$ cat src/rtl/stc_pkg.sv
package stc_pkg;
    localparam int BASE_W   = 33;
    localparam int EXT_W    = 9;
    localparam int EXT_MOD  = 300;
    localparam int DATA_W   = 32;
    localparam int ADDR_W   = 3;
    localparam int HI_EXT_LSB = 16;
    localparam int LO_W     = DATA_W;

    typedef enum logic [ADDR_W-1:0] {
        A_CTRL    = 3'd0,
        A_STATUS  = 3'd1,
        A_INIT_LO = 3'd2,
        A_INIT_HI = 3'd3,
        A_CMP_LO  = 3'd4,
        A_CMP_HI  = 3'd5,
        A_BASE_LO = 3'd6,
        A_BASE_HI = 3'd7
    } reg_addr_e;

    typedef enum logic {
        SRC_WRAP   = 1'b0,
        SRC_STROBE = 1'b1
    } base_src_e;

    typedef struct packed {
        base_src_e src;
        logic      cmp_en;
    } ctrl_t;

    typedef struct packed {
        logic [BASE_W-1:0] base;
        logic [EXT_W-1:0]  ext;
    } stc_t;

    function automatic logic [DATA_W-1:0] pack_hi(logic b32, logic [EXT_W-1:0] e);
        logic [DATA_W-1:0] w;
        w = '0;
        w[0] = b32;
        w[HI_EXT_LSB +: EXT_W] = e;
        return w;
    endfunction

    function automatic logic [EXT_W-1:0] clean_ext(logic [EXT_W-1:0] e);
        return (e < EXT_W'(EXT_MOD)) ? e : '0;
    endfunction
endpackage

$ cat src/rtl/stc_regs.sv
module stc_regs
    import stc_pkg::*;
(
    input  logic              clk,
    input  logic              rst,
    input  logic              wr_en,
    input  logic [ADDR_W-1:0] addr,
    input  logic [DATA_W-1:0] wdata,
    output logic [DATA_W-1:0] rdata,
    input  stc_t              cur,
    input  logic              status,
    output ctrl_t             ctrl,
    output stc_t              init,
    output logic [BASE_W-1:0] cmp,
    output logic              load,
    output logic              clr
);
    logic [LO_W-1:0]  init_lo, cmp_lo;
    logic             init_b32, cmp_b32;
    logic [EXT_W-1:0] init_ext;
    reg_addr_e        a;

    assign a = reg_addr_e'(addr);

    always_ff @(posedge clk) begin
        if (rst) begin
            init_lo  <= '0;
            init_b32 <= 1'b0;
            init_ext <= '0;
            cmp_lo   <= '0;
            cmp_b32  <= 1'b0;
            ctrl     <= '0;
            load     <= 1'b0;
        end else begin
            load <= wr_en && (a == A_INIT_LO || a == A_INIT_HI);
            if (wr_en) begin
                case (a)
                    A_CTRL:    ctrl <= ctrl_t'(wdata[1:0]);
                    A_INIT_LO: init_lo <= wdata;
                    A_INIT_HI: begin
                        init_b32 <= wdata[0];
                        init_ext <= clean_ext(wdata[HI_EXT_LSB +: EXT_W]);
                    end
                    A_CMP_LO:  cmp_lo <= wdata;
                    A_CMP_HI:  cmp_b32 <= wdata[0];
                    default: ;
                endcase
            end
        end
    end

    assign clr       = wr_en && (a == A_STATUS) && wdata[0];
    assign init.base = {init_b32, init_lo};
    assign init.ext  = init_ext;
    assign cmp       = {cmp_b32, cmp_lo};

    always_comb begin
        rdata = '0;
        case (a)
            A_CTRL:    rdata[1:0] = ctrl;
            A_STATUS:  rdata[0]   = status;
            A_INIT_LO: rdata      = init_lo;
            A_INIT_HI: rdata      = pack_hi(init_b32, init_ext);
            A_CMP_LO:  rdata      = cmp_lo;
            A_CMP_HI:  rdata[0]   = cmp_b32;
            A_BASE_LO: rdata      = cur.base[LO_W-1:0];
            A_BASE_HI: rdata      = pack_hi(cur.base[BASE_W-1], cur.ext);
            default:   rdata      = '0;
        endcase
    end

    // the extension init value handed to the counter is always in range
    a_r3_init_ext_range: assert property (@(posedge clk) disable iff (rst)
        init.ext < EXT_W'(EXT_MOD));
endmodule

$ cat src/rtl/stc_counter.sv
module stc_counter
    import stc_pkg::*;
#(
    parameter int SYNC_STAGES = 2
) (
    input  logic      clk,
    input  logic      rst,
    input  logic      tick,
    input  logic      strobe_async,
    input  base_src_e src,
    input  logic      load,
    input  stc_t      init,
    output stc_t      cnt,
    output logic      inc
);
    logic [SYNC_STAGES:0] sh;
    logic rise, ext_wrap, bump;

    always_ff @(posedge clk) begin
        if (rst) sh <= '0;
        else     sh <= {sh[SYNC_STAGES-1:0], strobe_async};
    end

    assign rise     = sh[SYNC_STAGES-1] & ~sh[SYNC_STAGES];
    assign ext_wrap = (cnt.ext == EXT_W'(EXT_MOD - 1));

    generate
        if (SYNC_STAGES > 0) begin : g_bump
            always_comb begin
                if (src == SRC_WRAP) bump = tick && ext_wrap;
                else                 bump = rise;
            end
        end
    endgenerate

    always_ff @(posedge clk) begin
        if (rst) begin
            cnt <= '0;
            inc <= 1'b0;
        end else if (load) begin
            cnt <= init;
            inc <= 1'b0;
        end else begin
            if (src == SRC_WRAP && tick)
                cnt.ext <= ext_wrap ? '0 : cnt.ext + 1'b1;
            if (bump)
                cnt.base <= cnt.base + 1'b1;
            inc <= bump;
        end
    end

    // extension stays within its modulo-300 range
    a_r5_ext_range: assert property (@(posedge clk) disable iff (rst)
        cnt.ext < EXT_W'(EXT_MOD));
    // extension wrap carries into the base (including base rollover)
    a_r5_wrap_carry: assert property (@(posedge clk) disable iff (rst)
        (!load && src == SRC_WRAP && tick && cnt.ext == EXT_W'(EXT_MOD - 1))
        |=> (cnt.ext == '0 && cnt.base == BASE_W'($past(cnt.base) + 1'b1)));
    // strobe mode freezes the extension
    a_r6_ext_hold: assert property (@(posedge clk) disable iff (rst)
        (!load && src == SRC_STROBE) |=> $stable(cnt.ext));
    // reload wins over everything
    a_r4_reload: assert property (@(posedge clk) disable iff (rst)
        load |=> (cnt == $past(init)));
    // base moves only on reload or step
    a_r6_base_quiet: assert property (@(posedge clk) disable iff (rst)
        (!load && !bump) |=> $stable(cnt.base));
endmodule

$ cat src/rtl/stc_compare.sv
module stc_compare
    import stc_pkg::*;
(
    input  logic              clk,
    input  logic              rst,
    input  logic              inc,
    input  logic [BASE_W-1:0] base,
    input  logic [BASE_W-1:0] cmp,
    input  logic              en,
    input  logic              clr,
    output logic              status
);
    logic hit;

    assign hit = inc && en && (base == cmp);

    always_ff @(posedge clk) begin
        if (rst)      status <= 1'b0;
        else if (hit) status <= 1'b1;
        else if (clr) status <= 1'b0;
    end

    // status rises only with compare enabled
    a_r9_needs_enable: assert property (@(posedge clk) disable iff (rst)
        $rose(status) |-> $past(en));
    // status rises only right after a base step
    a_r8_after_step: assert property (@(posedge clk) disable iff (rst)
        $rose(status) |-> $past(inc));
    // status is sticky until a clear
    a_r10_sticky: assert property (@(posedge clk) disable iff (rst)
        (status && !clr) |=> status);
endmodule

$ cat src/rtl/ts_stc_counter.sv
module ts_stc_counter
    import stc_pkg::*;
#(
    parameter int SYNC_STAGES = 2
) (
    input  logic              clk,
    input  logic              rst,
    input  logic              wr_en,
    input  logic [ADDR_W-1:0] addr,
    input  logic [DATA_W-1:0] wdata,
    output logic [DATA_W-1:0] rdata,
    input  logic              tick_27m,
    input  logic              stc_strobe,
    output logic              irq
);
    stc_t              cur, init;
    ctrl_t             ctrl;
    logic [BASE_W-1:0] cmp;
    logic              load, clr, inc, status;

    stc_regs u_regs (
        .clk(clk), .rst(rst), .wr_en(wr_en), .addr(addr), .wdata(wdata),
        .rdata(rdata), .cur(cur), .status(status), .ctrl(ctrl),
        .init(init), .cmp(cmp), .load(load), .clr(clr)
    );

    stc_counter #(.SYNC_STAGES(SYNC_STAGES)) u_cnt (
        .clk(clk), .rst(rst), .tick(tick_27m), .strobe_async(stc_strobe),
        .src(ctrl.src), .load(load), .init(init), .cnt(cur), .inc(inc)
    );

    stc_compare u_cmp (
        .clk(clk), .rst(rst), .inc(inc), .base(cur.base), .cmp(cmp),
        .en(ctrl.cmp_en), .clr(clr), .status(status)
    );

    assign irq = status;

    // interrupt never disagrees with the readable status bit
    a_r10_irq_status: assert property (@(posedge clk) disable iff (rst)
        (addr == 3'd1) |-> (irq == rdata[0]));
endmodule

$ cat config.mk
export PLATFORM = sky130hd
export DESIGN_NAME = ts_stc_counter
export DESIGN_NICKNAME = d
export VERILOG_FILES = /design/src/rtl/stc_pkg.sv /design/src/rtl/stc_regs.sv /design/src/rtl/stc_counter.sv /design/src/rtl/stc_compare.sv /design/src/rtl/ts_stc_counter.sv
export SDC_FILE = /design/constraint.sdc
export NUM_CORES = 1
export LEC_CHECK = 0
export ABC_AREA = 1
export BUFFER_PORTS_ARGS = -buffer_cell sky130_fd_sc_hd__clkbuf_2
export CAP_MARGIN = 10
export CORE_MARGIN = 4
export CORE_UTILIZATION = 40
export DETAILED_ROUTE_END_ITERATION = 7
export SLEW_MARGIN = 20
export SYNTH_ARGS = -nofsm -noshare
export SYNTH_HDL_FRONTEND = slang
export SYNTH_SLANG_ARGS = --single-unit
$ cat constraint.sdc
create_clock -name clk -period 1.9 [get_ports clk]
set_input_delay 0.475 -clock clk [delete_from_list [all_inputs] [get_ports clk]]
set_output_delay 0.475 -clock clk [all_outputs]
set_load 0.01 [all_outputs]
After elaboration in Yosys (flattened, before gate mapping)
Cells that the tools add are included.
{"block": "word_totals", "in_bits": 40, "regBits": 125, "output_inout_bits": 33}
{"block": "op_classes", "n_mux": 11, "n_eq_ne": 9, "n_reduce_logical": 18, "n_lt_le_gt_ge": 1, "bitwise_logic": 3, "add_sub_neg": 2}
{"op": "$pmux 30 s5", "count": 1}
{"op": "$mux 42", "count": 1}
{"op": "$add 33x1->33 const B", "count": 1}
{"op": "$eq 33x33->1", "count": 1}
{"op": "$mux 33", "count": 1}
{"op": "$mux 9", "count": 3}
{"op": "$eq 3x3->1 const B", "count": 4}
{"op": "$reduce_and 2->1", "count": 5}
{"op": "$add 9x1->9 const B", "count": 1}
{"op": "$eq 9x9->1 const B", "count": 1}
{"op": "$lt 9x9->1 const B", "count": 1}
{"op": "$pmux 1 s8", "count": 1}
{"op": "$logic_and 1x1->1", "count": 7}
{"op": "$eq 3x2->1 const B", "count": 2}
{"op": "$reduce_bool 2->1", "count": 3}
{"op": "$pmux 1 s4", "count": 1}
{"op": "$eq 3x1->1 const B", "count": 1}
{"op": "$logic_not 3->1", "count": 1}
{"op": "$mux 1", "count": 3}
{"op": "$not 1->1", "count": 2}
{"op": "$reduce_or 2->1", "count": 1}
{"op": "$and 1x1->1", "count": 1}
{"op": "$logic_or 1x1->1", "count": 1}

Logic depth before layout (Yosys ltp)
Gate-level depths: netlist of the first run.
{"block": "depth", "depth_word": 5, "mapped_depth": 11}

Cells and area by module
A second synthesis of the first run with hierarchy kept.
{"block": "unflattened", "cells_unflattened": 1233, "area_unflattened_um2": 7497.2}
{"module": "stc_regs", "n_inst": 1, "seq_area_each_um2": 1561.5, "area_each_um2": 3724.8, "cells_each": 566}
{"module": "stc_counter", "n_inst": 1, "seq_area_each_um2": 920.9, "area_each_um2": 3163.0, "cells_each": 531}
{"module": "stc_compare", "n_inst": 1, "seq_area_each_um2": 20.0, "area_each_um2": 609.3, "cells_each": 136}

Worst setup path before layout of the first run
No wires, ideal clock.
{"block": "synth_path", "path_type": "input -> output", "start": "input port addr[0]", "end": "output port rdata[1]", "slack_ps": 55, "arrival_ps": 1370, "n_path_buf": 2, "cell_stages": 7, "required_time_ps": 1425, "cell_sequence": "buf_2 -> inv_1 -> nand3_1 -> inv_1 -> clkbuf_1 -> nand2_1 -> o2111ai_1"}
{"block": "synth_between", "elab_chain_cells": 2, "word_cells_on_any_way": 5, "classes_between": "eq/ne (3); mux (1); reduce/logical (1)"}
{"item": "start: declaration", "line": "ts_stc_counter.sv:9", "text": "input logic [ADDR_W-1:0] addr,"}
{"item": "$eq 3x3->1 (tied with other cells)", "line": "stc_regs.sv:59", "text": "case (a)"}
{"item": "$pmux 1 s4 (*)", "line": "stc_regs.sv:59"}
{"item": "end: declaration", "line": "ts_stc_counter.sv:11", "text": "output logic [DATA_W-1:0] rdata,"}
Every way passes the cells marked *; elsewhere a longest branch is shown, timed or not.

Worst setup path in the final report of the first run
{"block": "layout_path", "start": "input port addr[0]", "end": "output port rdata[21]"}
{"block": "layout_between", "elab_chain_cells": 2, "word_cells_on_any_way": 6, "classes_between": "eq/ne (5); mux (1)"}
{"item": "$eq 3x3->1 or $eq 3x2->1 (tied branches)", "line": "stc_regs.sv:59"}
{"item": "$pmux 30 s5 (*)", "line": "stc_regs.sv:59"}
Marked as above.

==> key figures, run 1 <==
Timing
  • RSZ-0062 raised after global routing: true
  • Final Skew: around 0.0073 ns
  • Slew @ Worst Pin: between 0.5 and 0.6 ns
  • Max Freq: slightly above 500 MHz
  • Slew headroom: about two thirds
  • Final WS setup: -0.04506 ns
  • Final setup viols: 13
  • Final Cycle Share: 102.4%
  • Final max-slew violation count: 0
  • Fin. Hold Viols: 0
  • Final Critical Period: roughly 1.9 ns

Die
  • Top Ports: 73
  • Die height: about 140 um
  • Row cnt: 48
  • Die X: 142.2 um
  • Core area: ~0.017 mm^2
  • Die ar.: around 0.020 mm^2
  • Initial core utilization: 41.23%

Yosys
  • Mapped Area: roughly 0.0072 mm^2
  • Cell accounting for the most synthesized area: dfxtp_1
  • Syn Area/Cell: about 6.4 um^2
  • Syn Nets: around 1200
  • YS warnings: 0
  • Seq/Total Area, Yosys: approximately a third
  • EDFF count, synth: 0
  • Synthesis-stage register bit count: 125
  • Post-synth top flop: dfxtp_1
  • Ys async rst share: 0%
  • Distinct cell type count of the synthesized netlist: between 40 and 50
  • Top cell type's share of synthesized area: a little over a third
  • Synth area leaders: dfxtp_1 (35%), nand2_1 (16%), inv_1 (6.5%)
  • Syn Inst Count: 1121

Setup path
  • Setup crit start: addr[0]
  • Slowest cell on crit path: clkbuf_2
  • Crit Reg-Reg Endpoint: u_cnt.cnt[40]
  • Crit-path max FO: 5
  • Critical path capture point type: output port
  • R2R Path Start: u_cnt.cnt[0]
  • FF-to-FF path depth: 10
  • Cell mode on critical path: buf_8
  • Req. time, crit path: about 1.4 ns
  • Critical path arrival: approximately 1.5 ns
  • CP Class: primary input to output port
  • Critical path cell sequence: buf_8, buf_6, nand3_4, buf_8, nor2_1, a21oi_1, o2111ai_1, clkbuf_2
  • Critical path's largest stage delay: around 0.17 ns
  • CP Launch Type: primary input
  • Worst R2R Setup Slack: roughly 0.15 ns
  • Crit path capture: rdata[21]

Layout
  • Fill count: 1785
  • Final Util: a little over half
  • Area growth syn-to-layout: 26.22%
  • Layout cells sized above 1: around a fifth
  • Final nets: roughly 1300
  • Most frequent cells in the layout: nand2_1 (304), inv_1 (119), dfxtp_1 (116), nor2_1 (114), o21ai_0 (89)
  • Leading cell type in the layout, fill and taps excluded: nand2_1
  • Diode count: 0

GRT
  • First-pass GRT wire length: around 37000 um
  • Number of global-route vias before repair: between 6000 and 7000
  • Largest net degree at the start of global routing: 51
  • Total track usage: a little under a quarter
  • Grt ovf: 0
  • Antenna violations before repair: 0

Route
  • Final antenna-violating net count: 0
  • Drt total wl: around 24000 um
  • Vias/cell: 5.191
  • Routed length per placed instance: ~16 um
  • DR vias: between 7000 and 8000
  • Drc violations: 0
  • Iter 0 DRT Violations: between 500 and 600
  • 1st-pass router iterations: 5

Worst hold path
  • Worst hold path class: primary input to flop

Power
  • Sw Pwr: around 1.7 mW
  • Sw Ratio: 26.05%
  • Pwr dens: about 720 mW/mm^2
  • Worst vdd ir: just over 0.6 mV
  • Pleak: ~3.7 nW
  • Sequential share of power: 41.6%
  • Total power: 6.588 mW
  • Int Pwr: roughly 4.9 mW
  • Clock Power Share: between 40 and 50%
  • Power share of the combinational group: 9.3%

Job
  • Max-Cap Viols: 0

Clock network
  • Clock sink count: approximately 130
  • CTS Root Buffer Type: clkbuf_16
  • Worst skew pair latency: around 0.43 ns
  • CTS clk-pin slew, worst paths: roughly 0.060 ns
  • Total CTS buffers: 17
  • # H-tree levels: 4
  • Max Buffers Root-to-Sink: 2
  • CTS tree: built

Placed design
  • Hpwl dp: between 15000 and 20000 um
  • GPL Wtd Cong: about 0.9
  • # port buffers: 72

Run status
  • Status: complete, but fails checks
  • Failing checks: negative setup slack
## synthesized netlist by cell type (4+ instances only)
| cell type | n |
|---|---|
| o21ai_0 | 90 |
| xor2_1 | 15 |
| nand2_1 | 313 |
| o2111ai_1 | 11 |
| o21ai_1 | 21 |
| buf_2 | 28 |
| a21oi_1 | 91 |
| nand2_2 | 6 |
| o221ai_1 | 20 |
| xnor2_1 | 9 |
| nor2_1 | 118 |
| dfxtp_1 | 125 |
| clkbuf_1 | 19 |
| a31oi_1 | 6 |
| nand3_1 | 45 |
| inv_2 | 9 |
| inv_1 | 124 |
| nand3_2 | 4 |
| nor2_2 | 8 |
| o22ai_1 | 4 |
| nor2_4 | 4 |
| nor3_1 | 6 |
| nand4_1 | 14 |
## worst max-delay path: cells and delay by family
kind / cells / cell delay [ns]
simple gates: 2 / 0.15
buf+inv: 4 / 0.55
compound gates: 2 / 0.29
## how the worst min path moves through the flow
stage                 from  cells after the start     endpoint  slack, ns
5_1_grt         stc_strobe                      3  u_cnt.sh[0]       0.25
6_report        stc_strobe                      3  u_cnt.sh[0]       0.24
3_3_place_gp   u_cnt.sh[0]                      2  u_cnt.sh[1]       0.39
2_1_floorplan  u_cnt.sh[0]                      2  u_cnt.sh[1]       0.39
4_1_cts         stc_strobe                      3  u_cnt.sh[0]       0.23
3_5_place_dp   u_cnt.sh[0]                      2  u_cnt.sh[1]       0.40
## layout make-up
class	instances	area, um^2	share of cell area, %
Clock buffer	18	439.2	4.829
Inverter	136	535.5	5.888
Timing Repair Buffer	128	993.5	10.92
Multi-Input combinational cell	805	4185	46.02
Clock inverter	14	146.4	1.610
Tap cell	225	281.5	3.095
Sequential cell	125	2514	27.64
## layer usage
layer | global-route usage, % | share of wire [%] | vias to the layer above
met1 | 33.37 | 49 | 3444
met4 | 6.667 | 1.8 | 0
met2 | 35.03 | 44 | 223
met3 | 4.603 | 6.1 | 33
met5 | 0 | 0 | -
li1 | - | - | 3832
## cells by family (layout without fill, tap and decap cells)
family	after synthesis	after routing	synth area share (%)
buf+inv	192	296	11.13
simple gates	527	528	31.38
flops	125	125	34.73
fa+ha+maj	2	2	0.3472
compound gates	251	251	19.50
xor+xnor	24	24	2.917
## registers in the layout, indices dropped and copies added, names as in the netlist
register	cells
u_regs.cmp_lo	32
u_cmp.status	1
u_cnt.inc	1
u_cnt.sh	3
u_regs.init_b32	1
u_regs.ctrl	2
u_regs.init_lo	32
u_regs.cmp_b32	1
u_regs.init_ext	9
u_regs.load	1
u_cnt.cnt	42
## power by group through the flow
stage          sequential (mW)  combinational [mW]  clock, mW
3_3_place_gp              2.79               0.530          0
4_1_cts                   2.74               0.570       3.27
3_5_place_dp              2.79               0.535          0
2_1_floorplan             2.78               0.299          0
6_report                  2.74               0.609       3.24
5_1_grt                   2.75               0.663       3.39
## repair_timing
item | 4_1_cts | 5_1_grt
pin swaps | 3 | 10
setup endpoints to repair | 26 | 47
setup buffers | 1 | 1
hold endpoints to repair | 0 | 0
hold buffers | 0 | 0
gates resized for setup | 26 | 86
cloned | 2 | 1
## stage by stage
| stage | std cells | hold slack, ns | worst slack, ns | area (um^2) | TNS (ns) |
|---|---|---|---|---|---|
| finish | 1451 | 0.2373 | -0.04506 | 9095 | -0.2267 |
| global route | 1451 | 0.2474 | -0.08108 | 9095 | -0.7435 |
| CTS | 1450 | 0.2343 | -0.04177 | 8850 | -0.4576 |
| detailed placement | 1415 | 0.3950 | -0.1045 | 8087 | -1.283 |
| global placement | 1415 | 0.3940 | -0.07219 | 8087 | -0.9012 |
| floorplan | 1121 | 0.3883 | 0.05489 | 7206 | 0 |
Note: power is estimated with default switching activity, not from simulation.
==> inputs of run 2 (changes only) <==
--- a/config.mk
+++ b/config.mk
@@ -8,9 +8,10 @@
 export ABC_AREA = 1
 export BUFFER_PORTS_ARGS = -buffer_cell sky130_fd_sc_hd__clkbuf_2
 export CAP_MARGIN = 10
-export CORE_MARGIN = 4
 export CORE_UTILIZATION = 40
 export DETAILED_ROUTE_END_ITERATION = 7
+export MAX_ROUTING_LAYER = met4
+export SKIP_CTS_REPAIR_TIMING = 1
 export SLEW_MARGIN = 20
 export SYNTH_ARGS = -nofsm -noshare
 export SYNTH_HDL_FRONTEND = slang
==> run 2 against run 1 <==
Effect of this change:
- the run still ends with negative setup slack left
- cell count decreased by 0.69%
- sequential power hardly changed
- sequential share of layout area increased by 0.47 points
- clock skew rose by 0.0014 ns
- non-clock buffer count decreased by 7
- register-to-register slack barely moved
- clock-buffer cell count grew 6
- total power increased by 1.2%
- hold slack improved by 0.0096 ns
- die area fell by 8.3%
==> key figures, run 2 (synthesis results as in run 1) <==
Power
  • Total power: 6.665 mW (+1.2%)
  • Worst vdd ir: 0.5665 mV (-6.5%)
  • Pwr dens: 744.8 mW/mm^2 (+2.8%)
  • Pleak: 3.647 nW (-1.5%)

GRT
  • Largest net degree at the start of global routing: 62 (+22%)
  • Grt ovf: 0 (unchanged)
  • First-pass GRT wire length: 36450 um (-1.9%)
  • Number of global-route vias before repair: 7083 (+1.5%)
  • Antenna violations before repair: 0 (unchanged)
  • Total track usage: 26.37% (+3.2 points)

Layout
  • Area growth syn-to-layout: 24.19%
  • Layout cells sized above 1: 19.49% (-1.5 points)
  • Final Instance Count excl. Fillers: 1441 (-0.69%)
  • Most frequent cells in the layout: nand2_1 (305), inv_1 (121), nor2_1 (116), dfxtp_1 (115), o21ai_0 (89)
  • Multi-input gate area: 0.004123 mm^2 (-1.5%)
  • Diode count: 0 (unchanged)
  • Leading cell type in the layout, fill and taps excluded: nand2_1
  • Register Area: 0.002515 mm^2 (about the same)
  • Number of flip-flops in the largest register: 42 (unchanged)
  • Final nets: 1247 (-0.64%)
  • Cell area after layout: 0.008949 mm^2 (-1.6%)
  • Largest Register: u_cnt.cnt
  • Fill count: 1858 (+4.1%)
  • Top flop regs: u_cnt.cnt (42), u_regs.cmp_lo (32), u_regs.init_lo (32)

Route
  • DR WL met3: 1194 um (-16%)
  • Top layer in use: met4
  • Met2 wire length: 10130 um (-1.3%)
  • Drt total wl: 23190 um (-1.4%)
  • Drc violations: 0 (unchanged)
  • DR vias: 7450 (-1.1%)
  • Vias/cell: 5.170 (-0.40%)
  • 1st-pass router iterations: 6 (+1)
  • Routed length per placed instance: 16.09 um (-0.69%)
  • Final antenna-violating net count: 0 (unchanged)
  • Met1 WL: 11450 um (+0.34%)
  • Iter 0 DRT Violations: 574 (unchanged)

Timing
  • Fin. Hold Viols: 0 (unchanged)
  • Slew @ Worst Pin: 0.5104 ns (-0.004889 ns)
  • TNS Setup: -0.06819 ns (+0.1585 ns)
  • Max Freq: 508.9 MHz (-1.0%)
  • Final Cycle Share: 103.4% (+1.1 points)
  • RSZ-0062 raised after global routing: true
  • Final Critical Period: 1.965 ns (+0.02000 ns)
  • Slew headroom: 65.98% (+0.36 points)
  • Final Skew: 0.008705 ns (+0.001393 ns)
  • Final WS setup: -0.06507 ns (-0.02000 ns)
  • Final max-slew violation count: 0 (unchanged)
  • Final setup viols: 2 (-11)

Run status
  • Failing checks: negative setup slack
  • Status: complete, but fails checks

Clock network
  • Worst skew pair latency: 0.42 ns (about the same)
  • CTS clk-pin slew, worst paths: 0.05 ns (about the same)
  • Max Buffers Root-to-Sink: 2 (unchanged)
  • CTS tree: built
  • # H-tree levels: 4 (unchanged)
  • Clock sink count: 125 (unchanged)
  • Total CTS buffers: 17 (unchanged)
  • CTS Root Buffer Type: clkbuf_16

Die
  • Row cnt: 48 (unchanged)
  • Die height: 136.2 um (-4.2%)
  • Die ar.: 0.01855 mm^2 (-8.3%)
  • Core area: 0.01742 mm^2 (-0.34%)
  • Top Ports: 73 (unchanged)
  • Initial core utilization: 41.37% (+0.14 points)
  • Die X: 136.2 um (-4.2%)

Setup path
  • Crit Reg-Reg Endpoint: u_cnt.cnt[28]
  • Req. time, crit path: 1.42 ns (about the same)
  • R2R Path Start: u_cnt.cnt[1]
  • CP Class: primary input to output port
  • Worst R2R Setup Slack: 0.16 ns (about the same)
  • Crit-path max FO: 7 (+2)
  • FF-to-FF path depth: 10 (unchanged)
  • Critical path capture point type: output port
  • CP Launch Type: primary input
  • Critical path arrival: 1.49 ns (+0.02 ns)

Worst hold path
  • Worst hold path class: primary input to flop
  • Worst Hold Launch: stc_strobe
  • Hold path depth: 3 (unchanged)
  • Hold Path End: u_cnt.sh[0]

Placed design
  • Placed cell areas: 0.008009 mm^2 (-0.96%)
  • GPL Wtd Cong: 0.9353 (+4.3%)
  • Pre-CTS setup slack: -0.07884 ns (+0.02562 ns)
  • Hpwl dp: 16480 um (-2.9%)
  • # port buffers: 72 (unchanged)
  • Post-Place Cells: 1408 (-0.49%)

Job
  • Max-Cap Viols: 0 (unchanged)
run 2: worst max-delay path by stage:
stage                      endpoint    start  cells past startpoint
final                      rdata[0]  addr[0]                      9
after global routing       rdata[0]  addr[0]                      9
after CTS                  rdata[0]  addr[0]                      8
after detailed placement  rdata[20]  addr[1]                      6
after global placement     rdata[0]  addr[0]                      9
after floorplan            rdata[1]  addr[0]                      7
run 2: layout make-up:
cell class                 instances  area share, %
timing repair buffer             121          10.16
clock inverter                     6          1.230
inverter                         136          5.900
clock buffer                      24          5.383
sequential                       125          28.10
tap                              225          3.146
multi-input combinational        804          46.07
run 2: per-stage QoR:
step,util [%],hold slack [ns]
final,51.38,0.2469
after global routing,51.38,0.2524
after CTS,49.38,0.2385
after detailed placement,45.98,0.3970
after global placement,45.98,0.3974
after floorplan,-,0.3883
run 2: report_power, final:
group	switching, mW	internal, mW
sequential	0.0498	2.69
combinational	0.375	0.212
clock	1.19	2.15
run 2: worst max-delay path, cell delays in order:
cell	delay [ns]
buf_8	0.08
inv_2	0.04
buf_6	0.11
nand2_4	0.08
inv_8	0.06
clkbuf_16	0.16
a22oi_2	0.19
o2111ai_1	0.13
buf_2	0.16
run 2: routing by layer:
layer,track usage [%],vias to the layer above
li1,-,3812
met1,35.90,3422
met2,39.54,188
met3,4.661,28
met4,7.840,0
met5,-,-
==> inputs of run 3 (changes only) <==
--- a/config.mk
+++ b/config.mk
@@ -7,7 +7,6 @@
 export LEC_CHECK = 0
 export ABC_AREA = 1
 export BUFFER_PORTS_ARGS = -buffer_cell sky130_fd_sc_hd__clkbuf_2
-export CAP_MARGIN = 10
 export CORE_UTILIZATION = 40
 export DETAILED_ROUTE_END_ITERATION = 7
 export MAX_ROUTING_LAYER = met4
@@ -15,4 +14,5 @@
 export SLEW_MARGIN = 20
 export SYNTH_ARGS = -nofsm -noshare
 export SYNTH_HDL_FRONTEND = slang
+export SYNTH_HIERARCHICAL = 1
 export SYNTH_SLANG_ARGS = --single-unit
==> constraint.sdc (replaced) <==
create_clock -name clk -period 1.9 [get_ports clk]
set_input_delay 0.475 -clock clk [delete_from_list [all_inputs] [get_ports clk]]
set_output_delay 0.475 -clock clk [all_outputs]
set_load 0.02 [all_outputs]
==> run 3 against run 2 <==
Effect of this change:
- critical path depth is 1 lower
- sequential share of layout area is 2.5 points lower
- critical path type unchanged
- the flow still finishes with violations (negative setup slack)
- clock-buffer cell count is 1 lower
- largest power group unchanged
- die area is 4.0% higher
==> key figures, run 3 <==
Yosys
  • Syn Nets: 1275 (+9.6%)
  • EDFF count, synth: 0 (unchanged)
  • Syn Area/Cell: 6.080 um^2 (-5.4%)
  • YS warnings: 6 (+6)
  • Distinct cell type count of the synthesized netlist: 39 (-11%)
  • Seq/Total Area, Yosys: 33.38% (-1.4 points)
  • Post-synth top cells: nand2_1 (386), nor2_1 (158), inv_1 (127)
  • Syn Inst Count: 1233 (+10%)
  • Cell accounting for the most synthesized area: dfxtp_1
  • Count leader, synth: nand2_1
  • Top cell type's share of synthesized area: 33.38% (-1.4 points)
  • Ys async rst share: 0% (unchanged)
  • Post-synth top flop: dfxtp_1
  • Mapped Area: 0.007497 mm^2 (+4.0%)
  • Synth area leaders: dfxtp_1 (33%), nand2_1 (19%), nand3_1 (8.1%)
  • Synthesis-stage register bit count: 125 (unchanged)

Layout
  • Layout cells sized above 1: 19.09% (-0.40 points)
  • Area growth syn-to-layout: 30.44%
  • Leading cell type in the layout, fill and taps excluded: nand2_1
  • Final nets: 1393 (+12%)
  • Number of flip-flops in the largest register: 42 (unchanged)
  • Final Instance Count excl. Fillers: 1591 (+10%)
  • Fill count: 1817 (-2.2%)
  • Cell area after layout: 0.009779 mm^2 (+9.3%)
  • Largest Register: u_cnt/cnt
  • Register Area: 0.002504 mm^2 (-0.45%)
  • Top flop regs: u_cnt/cnt (42), u_regs/cmp_lo (32), u_regs/init_lo (32)
  • Multi-input gate area: 0.004487 mm^2 (+8.8%)
  • Most frequent cells in the layout: nand2_1 (370), nor2_1 (156), inv_1 (126), dfxtp_1 (124), nand3_1 (102)
  • Diode count: 0 (unchanged)

Power
  • Sw Pwr: 1.653 mW (+2.6%)
  • Total power: 6.902 mW (+3.6%)
  • Sw Ratio: 23.96% (-0.22 points)
  • Worst vdd ir: 0.6087 mV (+7.5%)
  • Clock Power Share: 50.9% (+0.8 points)
  • Sequential share of power: 39.7% (-1.4 points)
  • Pleak: 4.265 nW (+17%)
  • Int Pwr: 5.248 mW (+3.8%)
  • Power share of the combinational group: 9.4% (+0.6 points)
  • Pwr dens: 705.7 mW/mm^2 (-5.2%)

Placed design
  • Pre-CTS setup slack: -0.3299 ns (-0.2511 ns)
  • Post-Place Cells: 1543 (+9.6%)
  • Placed cell areas: 0.008504 mm^2 (+6.2%)
  • GPL Wtd Cong: 0.9081 (-2.9%)
  • Hpwl dp: 18660 um (+13%)
  • # port buffers: 72 (unchanged)

Clock network
  • Total CTS buffers: 17 (unchanged)
  • CTS Root Buffer Type: clkbuf_16
  • Max Buffers Root-to-Sink: 2 (unchanged)
  • Worst skew pair latency: 0.43 ns (about the same)
  • CTS clk-pin slew, worst paths: 0.05 ns (about the same)
  • CTS tree: built
  • # H-tree levels: 4 (unchanged)
  • Clock sink count: 125 (unchanged)

GRT
  • GR Util met1: 38.04% (+2.1 points)
  • Antenna violations before repair: 0 (unchanged)
  • Largest net degree at the start of global routing: 51 (-18%)
  • Grt ovf: 0 (unchanged)
  • Number of global-route vias before repair: 7449 (+5.2%)
  • Met3 Resource Use GR: 3.971% (-0.69 points)
  • GRT met2 Usage: 41.71% (+2.2 points)
  • First-pass GRT wire length: 40080 um (+9.9%)
  • Top Usage Layer GRT: met2
  • Total track usage: 27.32% (+0.95 points)

Timing
  • Max Freq: 475.7 MHz (-6.5%)
  • Final setup viols: 32 (+30)
  • Final max-slew violation count: 0 (unchanged)
  • Final Critical Period: 2.102 ns (+0.1372 ns)
  • Slew headroom: 69.64% (+3.7 points)
  • Hold WS: 0.2435 ns (-0.003399 ns)
  • Final Cycle Share: 110.6% (+7.2 points)
  • RSZ-0062 raised after global routing: true
  • Fin. Hold Viols: 0 (unchanged)
  • Final Skew: 0.01069 ns (+0.001984 ns)
  • Slew @ Worst Pin: 0.4524 ns (-0.05798 ns)
  • Final WS setup: -0.2023 ns (-0.1372 ns)

Die
  • Core area: 0.01815 mm^2 (+4.2%)
  • Initial core utilization: 41.31% (-0.059 points)
  • Die height: 138.9 um (+2.0%)
  • Row cnt: 49 (+2.1%)
  • Die ar.: 0.01929 mm^2 (+4.0%)
  • Die X: 138.9 um (+2.0%)
  • Top Ports: 73 (unchanged)

Run status
  • Failing checks: negative setup slack
  • Status: complete, but fails checks

Setup path
  • Critical path capture point type: output port
  • Crit-path max FO: 8 (+1)
  • Req. time, crit path: 1.42 ns (about the same)
  • CP Launch Type: primary input
  • CP Class: primary input to output port
  • Critical path arrival: 1.63 ns (+0.14 ns)

Job
  • Max-Cap Viols: 0 (unchanged)

Worst hold path
  • Worst hold path class: primary input to flop

Route
  • Final antenna-violating net count: 0 (unchanged)
  • Routed length per placed instance: 16.89 um (+4.9%)
  • DR vias: 8423 (+13%)
  • Drt total wl: 26870 um (+16%)
  • Iter 0 DRT Violations: 745 (+30%)
  • 1st-pass router iterations: 8 (+2)
  • Drc violations: 0 (unchanged)
  • Vias/cell: 5.294 (+2.4%)
## run 3: cell types whose count changed in the layout (fill, tap and decap cells not counted), sizes merged, moves of 4 or more
cell	previous run	this run
nand4	14	31
o2111ai	11	0
nand2	321	392
nand3	51	124
o221ai	20	0
clkbuf	70	74
nor2	131	172
o21ai	111	71
buf	75	101
a22oi	2	7
a21oi	91	80
## run 3: stage by stage
| stage | util (%) | setup TNS, ns |
|---|---|---|
| after floorplan | - | 0 |
| after global placement | 46.86 | -4.096 |
| after detailed placement | 46.86 | -4.868 |
| after CTS | 50.30 | -4.776 |
| after global routing | 53.89 | -5.476 |
| final | 53.89 | -4.517 |
## run 3: layout make-up
cell class                 instances  share of cell area [%]
clock buffer                      23                   4.990
timing repair buffer             152                   14.00
sequential                       125                   25.60
inverter                         135                   5.220
tap                              229                   2.930
multi-input combinational        920                   45.88
clock inverter                     7                   1.382
## run 3: cell families (layout without fill, tap and decap cells)
logic type	count (synthesis)	count (layout)	share of synthesized area, %
mux	1	1	0.1335
flops	125	125	33.38
compound gates	169	169	12.05
xor+xnor	18	18	2.103
buf+inv	189	317	10.46
simple gates	729	730	41.54
fa+ha+maj	2	2	0.3337
## run 3: per-layer routing
metal  wire length [um]  vias up
met4                323        0
met1              12510     3940
li1                   -     4175
met5                  0        -
met3               1719       29
met2              12320      279
## run 3: power by group through the flow
stage	clock network [mW]	registers [mW]	logic, mW
global route	3.67	2.75	0.697
finish	3.51	2.74	0.647
CTS	3.53	2.74	0.555
detailed placement	0	2.80	0.553
floorplan	0	2.78	0.310
global placement	0	2.80	0.549
## run 3: worst paths after layout
path	cells after the start	startpoint	slack, ns	endpoint
setup / recovery	8	addr[1]	-0.20	rdata[16]
hold / removal	3	stc_strobe	0.24	u_cnt/sh[0]
setup reg to reg	9	u_cnt/cnt[1]	0.12	u_cnt/cnt[33]
hold reg to reg	2	u_cnt/sh[0]	0.40	u_cnt/sh[1]
## run 3: worst max-delay path, stage by stage
cell        delay [ns]
buf_6             0.07
buf_6             0.11
clkinvlp_4        0.12
nor2_4            0.26
clkbuf_16         0.24
a21oi_2           0.05
nand4_1           0.13
buf_4             0.16
